[src/rtl/rft_pkg.sv]
package rft_pkg;
  typedef enum logic {
    REF_CONT   = 1'b0,
    REF_SINGLE = 1'b1
  } ref_mode_e;
endpackage

[src/rtl/rft_ref_capture.sv]
module rft_ref_capture #(
  parameter int SYNC_STAGES = 2
) (
  input  logic clk_i,
  input  logic rst_ni,
  input  logic ref_i,
  output logic evt_o
);
  logic [SYNC_STAGES:0] sh_q;

  always_ff @(posedge clk_i or negedge rst_ni) begin
    if (!rst_ni) sh_q <= '0;
    else         sh_q <= {sh_q[SYNC_STAGES-1:0], ref_i};
  end

  // rising edge at the end of the register chain
  assign evt_o = sh_q[SYNC_STAGES-1] & ~sh_q[SYNC_STAGES];
endmodule

[src/rtl/rft_wrap_counter.sv]
module rft_wrap_counter #(
  parameter int W = 3
) (
  input  logic         clk_i,
  input  logic         rst_ni,
  input  logic         adv_i,
  input  logic         load_i,
  input  logic [W-1:0] last_i,
  output logic [W-1:0] cnt_o,
  output logic         at_last_o
);
  logic [W-1:0] cnt_q;

  assign at_last_o = (cnt_q >= last_i);
  assign cnt_o     = cnt_q;

  always_ff @(posedge clk_i or negedge rst_ni) begin
    if (!rst_ni)     cnt_q <= '0;
    else if (load_i) cnt_q <= '0;
    else if (adv_i)  cnt_q <= at_last_o ? '0 : cnt_q + W'(1);
  end
endmodule

[src/rtl/rft_align_ctrl.sv]
module rft_align_ctrl
  import rft_pkg::*;
(
  input  logic      clk_i,
  input  logic      rst_ni,
  input  logic      evt_i,
  input  logic      en_i,
  input  ref_mode_e mode_i,
  input  logic      at_wrap_i,
  input  logic      mf_tick_i,
  output logic      align_o,
  output logic      done_o,
  output logic      rel_o,
  output logic      err_o
);
  logic aligned_q, done_q, err_q;
  logic accept;

  assign accept  = evt_i & en_i & ((mode_i == REF_CONT) | ~aligned_q);
  // already on phase zero: the natural wrap does the job
  assign align_o = accept & ~at_wrap_i;

  always_ff @(posedge clk_i or negedge rst_ni) begin
    if (!rst_ni) begin
      aligned_q <= 1'b0;
      done_q    <= 1'b0;
      err_q     <= 1'b0;
    end else if (!en_i) begin
      aligned_q <= 1'b0;
      done_q    <= 1'b0;
      err_q     <= 1'b0;
    end else begin
      err_q <= accept & (mode_i == REF_CONT) & aligned_q & ~at_wrap_i;
      if (accept)                 aligned_q <= 1'b1;
      if (mf_tick_i && aligned_q) done_q    <= 1'b1;
    end
  end

  assign done_o = done_q;
  assign err_o  = err_q;
  assign rel_o  = mf_tick_i & aligned_q & ~done_q;
endmodule

[src/rtl/ref_aligned_frame_timer.sv]
module ref_aligned_frame_timer
  import rft_pkg::*;
#(
  parameter int MIN_RATIO   = 2,
  parameter int MAX_RATIO   = 8,
  parameter int MAX_FRAMES  = 32,
  parameter int SYNC_STAGES = 2,
  localparam int RATIO_W    = $clog2(MAX_RATIO + 1),
  localparam int PH_W       = $clog2(MAX_RATIO),
  localparam int FRM_W      = $clog2(MAX_FRAMES + 1),
  localparam int IDX_W      = $clog2(MAX_FRAMES)
) (
  input  logic               clk_i,
  input  logic               rst_ni,
  input  logic               ref_i,
  input  logic               ref_en_i,
  input  logic               mode_i,
  input  logic [RATIO_W-1:0] ratio_i,
  input  logic [FRM_W-1:0]   frames_i,
  output logic               frame_tick_o,
  output logic               mf_tick_o,
  output logic [PH_W-1:0]    dev_phase_o,
  output logic [IDX_W-1:0]   frame_idx_o,
  output logic               done_o,
  output logic               rel_o,
  output logic               phase_err_o
);
  logic [RATIO_W-1:0] ratio_eff;
  logic [FRM_W-1:0]   frames_eff;
  logic [PH_W-1:0]    ph_last;
  logic [IDX_W-1:0]   idx_last;
  logic               ph_at_last, idx_at_last;
  logic               ref_evt, align_now;
  ref_mode_e          mode;

  always_comb begin
    if (ratio_i < RATIO_W'(MIN_RATIO))      ratio_eff = RATIO_W'(MIN_RATIO);
    else if (ratio_i > RATIO_W'(MAX_RATIO)) ratio_eff = RATIO_W'(MAX_RATIO);
    else                                    ratio_eff = ratio_i;
    if (frames_i == '0)                      frames_eff = FRM_W'(1);
    else if (frames_i > FRM_W'(MAX_FRAMES)) frames_eff = FRM_W'(MAX_FRAMES);
    else                                    frames_eff = frames_i;
  end

  assign ph_last  = PH_W'(ratio_eff - RATIO_W'(1));
  assign idx_last = IDX_W'(frames_eff - FRM_W'(1));
  assign mode     = ref_mode_e'(mode_i);

  rft_ref_capture #(.SYNC_STAGES(SYNC_STAGES)) u_cap (
    .clk_i (clk_i),
    .rst_ni(rst_ni),
    .ref_i (ref_i),
    .evt_o (ref_evt)
  );

  rft_wrap_counter #(.W(PH_W)) u_phase (
    .clk_i    (clk_i),
    .rst_ni   (rst_ni),
    .adv_i    (1'b1),
    .load_i   (align_now),
    .last_i   (ph_last),
    .cnt_o    (dev_phase_o),
    .at_last_o(ph_at_last)
  );

  rft_wrap_counter #(.W(IDX_W)) u_frame (
    .clk_i    (clk_i),
    .rst_ni   (rst_ni),
    .adv_i    (ph_at_last),
    .load_i   (align_now),
    .last_i   (idx_last),
    .cnt_o    (frame_idx_o),
    .at_last_o(idx_at_last)
  );

  assign frame_tick_o = (dev_phase_o == '0);
  assign mf_tick_o    = frame_tick_o & (frame_idx_o == '0);

  rft_align_ctrl u_ctrl (
    .clk_i    (clk_i),
    .rst_ni   (rst_ni),
    .evt_i    (ref_evt),
    .en_i     (ref_en_i),
    .mode_i   (mode),
    .at_wrap_i(ph_at_last & idx_at_last),
    .mf_tick_i(mf_tick_o),
    .align_o  (align_now),
    .done_o   (done_o),
    .rel_o    (rel_o),
    .err_o    (phase_err_o)
  );
endmodule

[config.mk]
export PLATFORM = sky130hd
export DESIGN_NAME = ref_aligned_frame_timer
export DESIGN_NICKNAME = d
export VERILOG_FILES = /design/src/rtl/rft_pkg.sv /design/src/rtl/rft_ref_capture.sv /design/src/rtl/rft_wrap_counter.sv /design/src/rtl/rft_align_ctrl.sv /design/src/rtl/ref_aligned_frame_timer.sv
export SDC_FILE = /design/constraint.sdc
export NUM_CORES = 1
export LEC_CHECK = 0
export ABC_AREA = 1
export BUFFER_PORTS_ARGS = -buffer_cell sky130_fd_sc_hd__buf_2
export CAP_MARGIN = 20
export CORE_MARGIN = 4
export CORE_UTILIZATION = 30
export DETAILED_ROUTE_END_ITERATION = 7
export PLACE_DENSITY = 0.59
export SLEW_MARGIN = 40
export SYNTH_ARGS = -nofsm -noshare
export SYNTH_HDL_FRONTEND = slang
export SYNTH_SLANG_ARGS = --single-unit
[constraint.sdc]
create_clock -name clk_i -period 2.45 [get_ports clk_i]
set_input_delay 0.3675 -clock clk_i [delete_from_list [all_inputs] [get_ports clk_i]]
set_output_delay 0.3675 -clock clk_i [all_outputs]
set_load 0.02 [all_outputs]
==> flow_summary_export.csv <==
group,metric,value,unit
setup_path,crit_family,"simple AND/OR/NAND/NOR gates",
die,row_count,21,
sta,finalMaxSlewViolations,0,
final_layout,area_growth,20.32,%
final_layout,drive_above_1_share,23.53,%
die,die-area,4638,sq um
power_and_ir_drop,p_sw,638.3,uW
power_and_ir_drop,power_frac_clock,9.6,%
cts,clkSinkCount,14,
yosys,syn_area,1084,sq um
flow_run,maxCapViolCount,0,
final_layout,final_common_cell,"nand2_1",
setup_path,worstReg2RegEnd,"u_frame.cnt_o[3]",
min_path,hp-class,"primary input to flip-flop",
drt,firstDrtPassIters,2,
setup_path,cp_slowest_cell,"ha_1",
setup_path,crit_required,2640,ps
drt,final_antenna_net_count,0,
final_layout,nNetsFinal,201,
setup_path,crit_fanout,6,
drt,drc,0,
cts,clock_path_buffers,2,
power_and_ir_drop,switching_share,49.53,%
global_route,grt_max_degree,15,
power_and_ir_drop,finalPower,1.289,mW
setup_path,rr_startpoint,"u_frame.cnt_o[2]",
cts,post_cts_resized,0,
sta,fmax,513.3,MHz
sta,period_share,79.52,%
power_and_ir_drop,internal_power,650.4,uW
yosys,avgSynthCellArea,7.740,sq um
die,start_util,31.72,%
drt,avgRoutedWirePerCell,10.06,um
yosys,syn-num-nets,169,
yosys,synth_cells,140,
power_and_ir_drop,combPwrFrac,60.4,%
setup_path,cp_common_cell,"nand2_1",
drt,drt_iter0_drc,36,
global_route,grt_pass1_wl,3.795,mm
cts,cts_buffers,3,
setup_path,cp-start-kind,"primary input",
cts,clk_latency,270,ps
setup_path,regToRegSetupSlack,840,ps
placement,hpwl,1.774,mm
power_and_ir_drop,vdd_ir_drop_max,0.5176,mV
sta,timing.hold.ws,203.6,ps
setup_path,worst-path-stages,16,
cts,clk_pin_slew_worst_paths,80,ps
sta,rsz0062_at_grt,"false",
sta,fin_skew,6.162,ps
die,die_x,68.10,um
die,io_pins,28,
setup_path,r2r.worst_path.cells,8,
setup_path,cp_cell_sequence,"buf_2, nor2_1, nand4_1, nand2_1, inv_2, ha_1, nand2_1, xnor2_1, ha_1, nand2_1, clkinv_1, nand2_1, nand2_1, nor2_2, nand2_1, a21oi_1",
setup_path,worstSetupEndpointType,"flip-flop",
cts,cts_tree,"built",
power_and_ir_drop,pwr-share-seq,30.0,%
cts,cts_max_level,1,
drt,via_count,945,
setup_path,cp.arrival,2140,ps
sta,min_period,1948,ps
power_and_ir_drop,p_leak,0.7522,nW
sta,relSlewSlack,76.99,%
min_path,worstHoldStart,"ref_i",
global_route,grt_use_total,10.66,%
final_layout,layout_common_cells,"33 x nand2_1, 27 x buf_2, 22 x inv_1",
setup_path,startpoint,"frames_i[2]",
status,status,"finished clean",
drt,wl,2.172,mm
yosys,synth_warnings,0,
die,core-area,3416,sq um
yosys,ys_types,24,
sta,finalHoldViolCount,0,
yosys,synth_seq_cells,14,
placement,portBuffers,27,
setup_path,critical_path_buf_inv_count,3,
die,die-height,68.10,um
global_route,grt_pass1_vias,875,
sta,setup_tns,0,ps
global_route,grt-ovfl-total,0,
sta,finalSetupViolations,0,
final_layout,num-fill-cells,381,
yosys,seq_area_frac_synth,32.33,%
placement,gp_congestion,0.8257,
setup_path,path_class,"primary input to flip-flop",
final_layout,antennaDiodeCount,0,
cts,cts_root_buf,"clkbuf_4",
setup_path,worst_path_largest_cell_delay,270,ps
drt,viasPerCell,4.375,
sta,tightest_slew,345.1,ps
setup_path,endpoint,"u_frame.cnt_o[3]",
global_route,antenna_found_initial,0,
power_and_ir_drop,power_density,988.4,nW/um^2
[stage by stage]
stage	setup WS (ps)	util, %	area (sq um)	instances
after floorplan	521.5	-	1084	140
after global placement	249.1	37.22	1271	212
after detailed placement	195.6	37.22	1271	212
after CTS	479.8	38.17	1304	216
after global routing	333.1	38.17	1304	216
final	501.8	38.17	1304	216
[area by class of cell]
class | instances | area (sq um) | area share (%)
Clock buffer | 3 | 22.52 | 1.727
Inverter | 26 | 97.59 | 7.486
Multi-Input combinational cell | 99 | 630.6 | 48.37
Sequential cell | 14 | 350.3 | 26.87
Tap cell | 46 | 57.56 | 4.415
Timing Repair Buffer | 28 | 145.1 | 11.13
[flip-flops by register name, summed over array words and instances, names as in the netlist]
register          flops
u_ctrl.aligned_q      1
u_ctrl.done_o         1
u_phase.cnt_o         3
u_ctrl.err_o          1
u_frame.cnt_o         5
u_cap.sh_q            3
[cell families (layout without fill, tap and decap cells)]
family	count (synthesis)	in the layout	synth area share, %
buffers and inverters	27	57	9.468
DFF	14	14	32.33
AOI/OAI and AO/OA	11	11	6.582
and+or+nand+nor	68	68	30.60
xor gates and xnor gates	6	6	4.850
adders and majority gates	14	14	16.17
[worst reg2reg max path, cell delays in order, from the launching register on]
cell and delay (ps):
dfrtp_1 510, ha_1 370, nand2_1 70, nand2_1 50, nand2_1 50, nand2_1 50, nor2_2 190, nand2_1 80
a21oi_1 160
[what timing repair did]
item,CTS,global route
endpoints found under the hold margin,14,0
hold buffers,1,0
buffers inserted,0,0
setup endpoints to repair,0,0
[cell usage after synthesis]
cell / number / area share, %
nand3_2: 2 / 1.8
nand3b_2: 1 / 1.0
buf_2: 1 / 0.46
inv_2: 3 / 1.0
o21ai_0: 1 / 0.46
nor2_1: 14 / 4.8
inv_1: 22 / 7.6
o21ai_1: 1 / 0.46
nand4_2: 1 / 1.2
nand4_4: 1 / 2.0
ha_1: 14 / 16
dfrtp_1: 14 / 32
nand2_1: 33 / 11
xnor2_1: 4 / 3.2
nand4_1: 6 / 3.5
nor4_1: 1 / 0.58
nand3_1: 8 / 3.7
a21boi_1: 1 / 0.69
nor2_2: 1 / 0.58
clkinv_1: 1 / 0.35
a21oi_1: 6 / 2.8
xor2_1: 2 / 1.6
o211ai_1: 1 / 0.69
a21oi_4: 1 / 1.5
[metal layers]
layer | part of all wire [%] | GRT usage [%] | vias up
met5 | 0 | 0 | -
met3 | 8.6 | 3.284 | 2
met4 | 0.37 | 1.489 | 0
met2 | 40 | 16.49 | 26
met1 | 51 | 14.87 | 408
li1 | - | - | 509
[how the worst min path moves through the flow]
| stage | end | slack, ps | depth (start not counted) |
|---|---|---|---|
| after CTS | u_cap.sh_q[0] | 190 | 1 |
| after floorplan | u_cap.sh_q[0] | 70 | 0 |
| final | u_cap.sh_q[0] | 200 | 1 |
| after global placement | u_cap.sh_q[0] | 280 | 1 |
| after global routing | u_cap.sh_q[0] | 180 | 1 |
| after detailed placement | u_cap.sh_q[0] | 280 | 1 |
[power groups by stage]
| stage | combinational (mW) | clock [mW] | sequential, mW |
|---|---|---|---|
| finish | 0.779 | 0.123 | 0.387 |
| global route | 0.892 | 0.144 | 0.398 |
| CTS | 0.789 | 0.129 | 0.386 |
| detailed placement | 0.779 | 0 | 0.391 |
| global placement | 0.780 | 0 | 0.393 |
| floorplan | 0.526 | 0 | 0.433 |
(Power assumes the default switching activity.)
